==> src/rtl/irqc_pkg.sv <==
package irqc_pkg;

  localparam int DW       = 32;
  localparam int N_NORM   = 8;
  localparam int N_ERR    = 8;
  localparam int CARD_BIT = 8;
  localparam int ERR_LO   = 16;
  localparam int ERR_SOLO = 28;

  localparam logic [DW-1:0] CARD_ONEHOT = DW'(1) << CARD_BIT;
  localparam logic [DW-1:0] ERR_MASK    = 32'h107F_0000;
  localparam logic [DW-1:0] IMPL_MASK   = 32'h0000_01FF | ERR_MASK;

  typedef enum logic [1:0] {
    SEL_NONE = 2'd0,
    SEL_STAT = 2'd1,
    SEL_STEN = 2'd2,
    SEL_SGEN = 2'd3
  } reg_sel_e;

  // Place event pulses at their status bit positions.
  function automatic logic [DW-1:0] map_events(input logic [N_NORM-1:0] norm,
                                               input logic [N_ERR-1:0]  errv);
    logic [DW-1:0] v;
    v = '0;
    for (int i = 0; i < N_NORM; i++) v[i] = norm[i];
    for (int i = 0; i < N_ERR - 1; i++) v[ERR_LO + i] = errv[i];
    v[ERR_SOLO] = errv[N_ERR-1];
    return v;
  endfunction

endpackage

==> src/rtl/irqc_decode.sv <==
module irqc_decode
  import irqc_pkg::*;
#(
  parameter int              ADDR_W   = 8,
  parameter logic [ADDR_W-1:0] OFS_STAT = 8'h30,
  parameter logic [ADDR_W-1:0] OFS_STEN = 8'h34,
  parameter logic [ADDR_W-1:0] OFS_SGEN = 8'h38
) (
  input  logic [ADDR_W-1:0] addr,
  input  logic              wr,
  output reg_sel_e          sel,
  output logic              we_stat,
  output logic              we_sten,
  output logic              we_sgen
);

  always_comb begin
    if (addr == OFS_STAT)      sel = SEL_STAT;
    else if (addr == OFS_STEN) sel = SEL_STEN;
    else if (addr == OFS_SGEN) sel = SEL_SGEN;
    else                       sel = SEL_NONE;
  end

  assign we_stat = wr && (sel == SEL_STAT);
  assign we_sten = wr && (sel == SEL_STEN);
  assign we_sgen = wr && (sel == SEL_SGEN);

endmodule

==> src/rtl/irqc_mask_reg.sv <==
module irqc_mask_reg #(
  parameter int             W    = 32,
  parameter logic [W-1:0]   KEEP = '1
) (
  input  logic         clk,
  input  logic         rst,
  input  logic         we,
  input  logic [W-1:0] wdata,
  output logic [W-1:0] d_o,
  output logic [W-1:0] q_o
);

  assign d_o = we ? (wdata & KEEP) : q_o;

  always_ff @(posedge clk) begin
    if (rst) q_o <= '0;
    else     q_o <= d_o;
  end

endmodule

==> src/rtl/irqc_status.sv <==
module irqc_status
  import irqc_pkg::*;
(
  input  logic          clk,
  input  logic          rst,
  input  logic [DW-1:0] set_vec,
  input  logic          card_lvl,
  input  logic [DW-1:0] sten_q,
  input  logic [DW-1:0] sgen_d,
  input  logic          clr_we,
  input  logic [DW-1:0] clr_data,
  output logic [DW-1:0] stat_q,
  output logic          irq_q,
  output logic          err_q
);

  logic [DW-1:0] gated_set;
  logic [DW-1:0] clr_vec;
  logic [DW-1:0] merged;
  logic [DW-1:0] stat_d;
  logic          card_on;

  assign gated_set = set_vec & sten_q;
  assign clr_vec   = clr_we ? clr_data : '0;
  // Set is ORed after the clear so a same-edge event wins.
  assign merged    = (stat_q & ~clr_vec) | gated_set;
  assign card_on   = card_lvl & sten_q[CARD_BIT];
  assign stat_d    = ((merged & ~CARD_ONEHOT) | (card_on ? CARD_ONEHOT : '0)) & IMPL_MASK;

  always_ff @(posedge clk) begin
    if (rst) begin
      stat_q <= '0;
      irq_q  <= 1'b0;
      err_q  <= 1'b0;
    end else begin
      stat_q <= stat_d;
      irq_q  <= |(stat_d & sgen_d);
      err_q  <= |(stat_d & ERR_MASK);
    end
  end

endmodule

==> src/rtl/irq_status_ctrl.sv <==
module irq_status_ctrl
  import irqc_pkg::*;
#(
  parameter int                ADDR_W   = 8,
  parameter logic [ADDR_W-1:0] OFS_STAT = 8'h30,
  parameter logic [ADDR_W-1:0] OFS_STEN = 8'h34,
  parameter logic [ADDR_W-1:0] OFS_SGEN = 8'h38
) (
  input  logic              clk,
  input  logic              rst,
  input  logic [ADDR_W-1:0] bus_addr,
  input  logic              bus_wr,
  input  logic              bus_rd,
  input  logic [31:0]       bus_wdata,
  output logic [31:0]       bus_rdata,
  input  logic [7:0]        evt_norm,
  input  logic [7:0]        evt_err,
  input  logic              card_irq,
  output logic              irq_o,
  output logic              err_o
);

  reg_sel_e      sel;
  logic          we_stat, we_sten, we_sgen;
  logic [DW-1:0] sten_d, sten_q, sgen_d, sgen_q, stat_q;
  logic [DW-1:0] set_vec;
  logic [DW-1:0] rd_mux;

  irqc_decode #(
    .ADDR_W  (ADDR_W),
    .OFS_STAT(OFS_STAT),
    .OFS_STEN(OFS_STEN),
    .OFS_SGEN(OFS_SGEN)
  ) u_dec (
    .addr   (bus_addr),
    .wr     (bus_wr),
    .sel    (sel),
    .we_stat(we_stat),
    .we_sten(we_sten),
    .we_sgen(we_sgen)
  );

  irqc_mask_reg #(.W(DW), .KEEP(IMPL_MASK)) u_sten (
    .clk  (clk),
    .rst  (rst),
    .we   (we_sten),
    .wdata(bus_wdata),
    .d_o  (sten_d),
    .q_o  (sten_q)
  );

  irqc_mask_reg #(.W(DW), .KEEP(IMPL_MASK)) u_sgen (
    .clk  (clk),
    .rst  (rst),
    .we   (we_sgen),
    .wdata(bus_wdata),
    .d_o  (sgen_d),
    .q_o  (sgen_q)
  );

  assign set_vec = map_events(evt_norm, evt_err);

  irqc_status u_stat (
    .clk     (clk),
    .rst     (rst),
    .set_vec (set_vec),
    .card_lvl(card_irq),
    .sten_q  (sten_q),
    .sgen_d  (sgen_d),
    .clr_we  (we_stat),
    .clr_data(bus_wdata),
    .stat_q  (stat_q),
    .irq_q   (irq_o),
    .err_q   (err_o)
  );

  always_comb begin
    unique case (sel)
      SEL_STAT: rd_mux = stat_q;
      SEL_STEN: rd_mux = sten_q;
      SEL_SGEN: rd_mux = sgen_q;
      default:  rd_mux = '0;
    endcase
  end

  always_ff @(posedge clk) begin
    if (rst)         bus_rdata <= '0;
    else if (bus_rd) bus_rdata <= rd_mux;
  end

  // sten_d is the next value of the latch mask; expose nothing else from it.
  logic unused_sten_d;
  assign unused_sten_d = ^sten_d;

endmodule

==> config.mk <==
export PLATFORM = sky130hd
export DESIGN_NAME = irq_status_ctrl
export DESIGN_NICKNAME = d
export VERILOG_FILES = /design/src/rtl/irqc_pkg.sv /design/src/rtl/irqc_decode.sv /design/src/rtl/irqc_mask_reg.sv /design/src/rtl/irqc_status.sv /design/src/rtl/irq_status_ctrl.sv
export SDC_FILE = /design/constraint.sdc
export NUM_CORES = 1
export LEC_CHECK = 0
export ABC_AREA = 1
export BUFFER_PORTS_ARGS = -buffer_cell sky130_fd_sc_hd__buf_2
export CORE_MARGIN = 2
export CORE_UTILIZATION = 47
export DETAILED_ROUTE_END_ITERATION = 6
export HOLD_SLACK_MARGIN = 0.15
export PLACE_DENSITY = 0.81
export SYNTH_ARGS = -nofsm -noshare
export SYNTH_HDL_FRONTEND = slang
export SYNTH_SLANG_ARGS = --single-unit
==> constraint.sdc <==
create_clock -name clk -period 1.35 [get_ports clk]
set_clock_uncertainty 0.1 [all_clocks]
set_input_delay 0 -clock clk [delete_from_list [all_inputs] [get_ports clk]]
set_output_delay 0 -clock clk [all_outputs]
set_load 0.005 [all_outputs]
# [After elaboration in Yosys (flattened, before gate mapping)]
# Cells that the tools add are included.
[totals] elab_cells=31 latchBits=0 ff_bits=100 mem_bits_ro=0 output_inout_bits=34 n_memories=0 inputBits=61 ramBits=0
[classes] shifts=0 order_cmp=0 bitwise_logic=7 mux=7 addsub=0 mul=0 eq_ne=6 n_div=0 n_reduce_logical=5
[ops] operator="one-hot mux 32 bit (3 select lines)" count=1
[ops] operator="AND 29 bit" count=2
[ops] operator="OR 29 bit" count=2
[ops] operator="AND 29 x 32 -> 32 bit" count=1
[ops] operator="two-way mux 32 bit" count=1
[ops] operator="OR reduction 32 bit" count=1
[ops] operator="two-way mux 29 bit" count=1
[ops] operator="inverter 29 bit" count=1
[ops] operator="== test 8 x 6 -> 1 bit (second input constant)" count=3
[ops] operator="two-way mux 9 bit" count=1
[ops] operator="OR reduction 8 bit" count=1
[ops] operator="two-way mux 2 bit" count=3
[ops] operator="== test 2 bit (second input constant)" count=2
[ops] operator="logical AND 1 bit" count=3
[ops] operator="== test 2 x 1 -> 1 bit (second input constant)" count=1
[ops] operator="AND 1 bit" count=1

# [Logic depth before layout (Yosys ltp)]
[logic_depth] depth_word=13 ltp_mapped=14 ltp_nobuf=13

# [Hierarchy]
# A second synthesis with hierarchy kept.
[unflattened] hier_cells=901 hier_area_um2=6279.8
[by_module_without_submodules] module="irqc_mask_reg" n_inst=2 cells_per_inst=206 seq_area_each_um2=640.6 area_each_um2=1557.7
[by_module_without_submodules] module="irq_status_ctrl" n_inst=1 cells_per_inst=290 seq_area_each_um2=640.6 area_each_um2=1955.6
[by_module_without_submodules] module="irqc_status" n_inst=1 cells_per_inst=174 seq_area_each_um2=380.4 area_each_um2=1099.8
[by_module_without_submodules] module="irqc_decode" n_inst=1 cells_per_inst=25 seq_area_each_um2=0.0 area_each_um2=108.9

# [Least setup slack after synthesis]
# OpenSTA, ideal clock, no wires.
[synth_path] path_kind="input -> register" start="input port bus_addr[7]" end="register u_stat.irq_q" path_buffers=1 t_arrival_ps=1102 slack_ps=21 cell_stages=11 setup_time_ps=128 required_time_ps=1122 cell_sequence="nor2_1 -> nand2_2 -> nor2_4 -> nand2_4 -> buf_6 -> o21ai_1 -> nor2_1 -> nor2_1 -> nand3_1 -> nor2_1 -> nor2_1"
[synth_between] elab_chain_cells=13 word_cells_on_any_way=18 classes_between="eq/ne (5); mux (5); bitwise (5); reduce/logical (3)"
[synth_rtl] item="from (decl)" line_no="irq_status_ctrl.sv:11" text="input logic [ADDR_W-1:0] bus_addr,"
[synth_rtl] item="== test 8 x 6 -> 1 bit" line_no="irqc_decode.sv:20" text="else if (addr == OFS_SGEN) sel = SEL_SGEN;"
[synth_rtl] item="two-way mux 2 bit" line_no="irqc_decode.sv:20"
[synth_rtl] item="two-way mux 2 bit" line_no="irqc_decode.sv:19" text="else if (addr == OFS_STEN) sel = SEL_STEN;"
[synth_rtl] item="two-way mux 2 bit (*)" line_no="irqc_decode.sv:18" text="if (addr == OFS_STAT) sel = SEL_STAT;"
[synth_rtl] item="== test 2 x 1 -> 1 bit" line_no="irqc_decode.sv:24" text="assign we_stat = wr && (sel == SEL_STAT);"
[synth_rtl] item="logical AND 1 bit" line_no="irqc_decode.sv:24"
[synth_rtl] item="two-way mux 29 bit" line_no="irqc_status.sv:24" text="assign clr_vec = clr_we ? clr_data : '0;"
[synth_rtl] item="inverter 29 bit" line_no="irqc_status.sv:26" text="assign merged = (stat_q & ~clr_vec) | gated_set;"
[synth_rtl] item="AND 29 bit" line_no="irqc_status.sv:26"
[synth_rtl] item="OR 29 bit" line_no="irqc_status.sv:26"
[synth_rtl] item="OR 29 bit" line_no="irqc_status.sv:28" text="assign stat_d = ((merged & ~CARD_ONEHOT) | (card_on ? CARD_ONEHOT : '0)) & IMPL_MASK;"
[synth_rtl] item="AND 29 x 32 -> 32 bit (*)" line_no="irqc_status.sv:37" text="irq_q <= |(stat_d & sgen_d);"
[synth_rtl] item="OR reduction 32 bit (*)" line_no="irqc_status.sv:37"
[synth_rtl] item="to (signal assigned)" line_no="irqc_status.sv:37"
[synth_rtl] item="to (decl)" line_no="irqc_status.sv:13" text="output logic irq_q,"
# Every way passes the cells marked *; elsewhere a longest branch is shown, timed or not.
# A chain may end at the register's enable or synchronous reset.

# [Worst setup path after layout]
[layout_path] start="input port bus_addr[3]" end="register u_stat.irq_q"
# Same word-level chain as after synthesis.

==> metrics <==
met1 Use GR=0.312; setup TNS=-0.0388 ns; HP Class=in -> reg; Ant. Diodes=0; layout cells sized above 1=0.246; gpl congestion=0.903; setup violators final=1; drt total wl=10100 um; Data arrival, critical path=1.53 ns; via count=3789; 1st-iter DRT viols=361; crit start category=input pin; initial antenna violation count=0; failing checks=setup timing; Overall Global Routing Usage=0.243; crit-path max FO=9; f_max=720 MHz; Leak=2.03 nW; Syn Area/Cell=6.81 um^2; Slew Viols, Final=0; CP Capture Type=register; area delta synth->final=41.0%; Final Cycle Share=1.03; top post-synthesis cells by area=dfxtp_1, nand2_1, a21oi_1; Initial Util=0.489; Die Y-Extent=88.3 um; clock sink count=70; Core Util, Final=0.690; port bufs=64; drt wl/cell=13.9 um; GR Util met2=0.396; CTS root buffer=clkbuf_8; final hold vios=0; count of cell types in the netlist=28; RSZ-0062 raised after global routing=yes; HPWL Detailed=5950 um; Cell Chain, Critical Path=buf_2 -> nor2_1 -> nand2_1 -> nor2_4 -> buf_6 -> nand3_1 -> a21boi_2 -> nor2_2 -> nor2_1 -> nand3_1 -> nor2_1 -> nor2_1; CTS Hold Bufs=36; 1st-pass router iterations=5; # rows=30; number of global-route vias before repair=3309; synth warn=0; Max-cap violations=0; area leader, netlist=dfxtp_1; full die area=0.00780 mm^2; DIE WIDTH=88.3 um; synthesized flop and latch total=70; Synth Cell Area=0.00334 mm^2; Clk pin slew, worst setup/hold paths=0.07 ns; Nets=685; Tmin final=1.39 ns; DRC=0; crit path max-delay cell type=a21boi_2; GRT met3 Usage=0.0522; vias per std cell=5.23; gr busiest metal=met2; status=complete, but fails checks; Max IR drop VDD=0.819 mV; CP max stage delay=0.19 ns; first-pass GRT wire length=14700 um; number of routed nets with antenna violations=0; Top cell by count, worst path=nor2_1; CTS H-tree lvls=3; Worst Path Class, Setup=in -> reg; clk_lat worst skew=0.35 ns; Post-Syn Instances=491; IO Pins=95; largest net degree at the start of global routing=71; CTS Buffer Depth=2; setup ws final=-0.0388 ns; Power Dens Cells=855 mW/mm^2; sequential area share after synthesis=0.419; Synth top area share=0.419; CTS buffer count=9; CP required=1.49 ns; global route overflow=0; Core Area=0.00683 mm^2; CTS tree=yes
[Yosys cell counts, drive strengths merged]
library cell / count
a21oi: 51
o21ai: 9
conb: 1
buf: 29
clkbuf: 13
inv: 27
nand3b: 2
a21boi: 2
o211ai: 6
nand2: 190
nor2: 34
nand4: 2
dfxtp: 70
o21bai: 2
nand3: 51
clkinv: 1
nor4: 1
[area by class of cell]
cell class | count | area [um^2]
Clock inverter | 4 | 47.5
Fill cell | 572 | 2120
Inverter | 28 | 105
Clock buffer | 12 | 135
Tap cell | 96 | 120
Sequential cell | 70 | 1400
Timing Repair Buffer | 148 | 1170
Multi-Input combinational cell | 367 | 1740
[placed cells by master, fill, tap and decap left out, drive strengths merged]
| cell | n |
|---|---|
| inv | 27 |
| o21bai | 2 |
| a21boi | 2 |
| a21oi | 51 |
| nand2 | 192 |
| nor4 | 1 |
| clkbuf | 14 |
| bufinv | 1 |
| conb | 15 |
| clkinvlp | 1 |
| o211ai | 6 |
| dfxtp | 70 |
| buf | 110 |
| nor2 | 34 |
| clkinv | 3 |
| nand3b | 2 |
| dlygate4sd3 | 36 |
| o21ai | 9 |
| nand4 | 2 |
| nand3 | 51 |
[stage by stage]
| step | instances | instance area (um^2) | worst slack [ns] | total power (W) | hold slack, ns |
|---|---|---|---|---|---|
| 2_1_floorplan | 505 | 3400 | 0.0207 | 0.00224 | 0.0343 |
| 3_3_place_gp | 663 | 3910 | -0.234 | 0.00233 | 0.153 |
| 3_5_place_dp | 663 | 3910 | -0.296 | 0.00233 | 0.165 |
| 4_1_cts | 715 | 4450 | 0.0484 | 0.00400 | 0.0198 |
| 5_1_grt | 725 | 4710 | -0.215 | 0.00416 | 0.0390 |
| 6_report | 725 | 4710 | -0.0388 | 0.00403 | 0.0149 |
[report_power, final]
part | internal (W) | leakage (nW) | switching [W]
Clock | 0.000850 | 0.0904 | 0.000788
Sequential | 0.00207 | 0.564 | 0.00000111
Combinational | 0.000154 | 1.37 | 0.000171
Total | 0.00307 | 2.03 | 0.000960
[flip-flops by register name, indices dropped and copies added, names as in the netlist]
signal / count
bus_rdata: 17
u_sgen.q_o: 17
u_stat.stat_q: 17
u_sten.q_o: 17
u_stat.err_q: 1
u_stat.irq_q: 1
[critical path: cells and delay by family]
family                 cells  cell delay (ns)
buffers and inverters      2             0.31
AO/OA/AOI/OAI              1             0.19
AND/OR/NAND/NOR            9             1.04
[worst paths after layout]
kind | endpoint | from | cells after the start | slack, ns
worst max register to register | u_stat.irq_q | u_sten.q_o[19] | 7 | 0.08
worst max-delay path | u_stat.irq_q | bus_addr[3] | 12 | -0.04
worst min-delay path | u_stat.stat_q[16] | rst | 3 | 0.01
worst min register to register | bus_rdata[6] | bus_rdata[6] | 2 | 0.36
[repair_timing]
action / 4_1_cts / 5_1_grt
setup buffers: 0 / 6
endpoints found under the hold margin: 70 / 69
gates resized for setup: 0 / 31
endpoints found under the setup margin: 0 / 3
[kinds of logic (layout without fill, tap and decap cells)]
| group | after synthesis | after routing | synth area share |
|---|---|---|---|
| simple gates | 280 | 282 | 0.356 |
| compound gates | 70 | 70 | 0.116 |
| flops | 70 | 70 | 0.419 |
| buf+inv | 70 | 192 | 0.108 |
| other cells | 1 | 15 | 0.00112 |
[metal layers]
metal  up-vias  share of wire
met2       185           0.48
met1      1762           0.42
met4         0          0.025
li1       1815              -
met3        27          0.072
met5         -              0
Note: power is estimated with default switching activity, not from simulation.
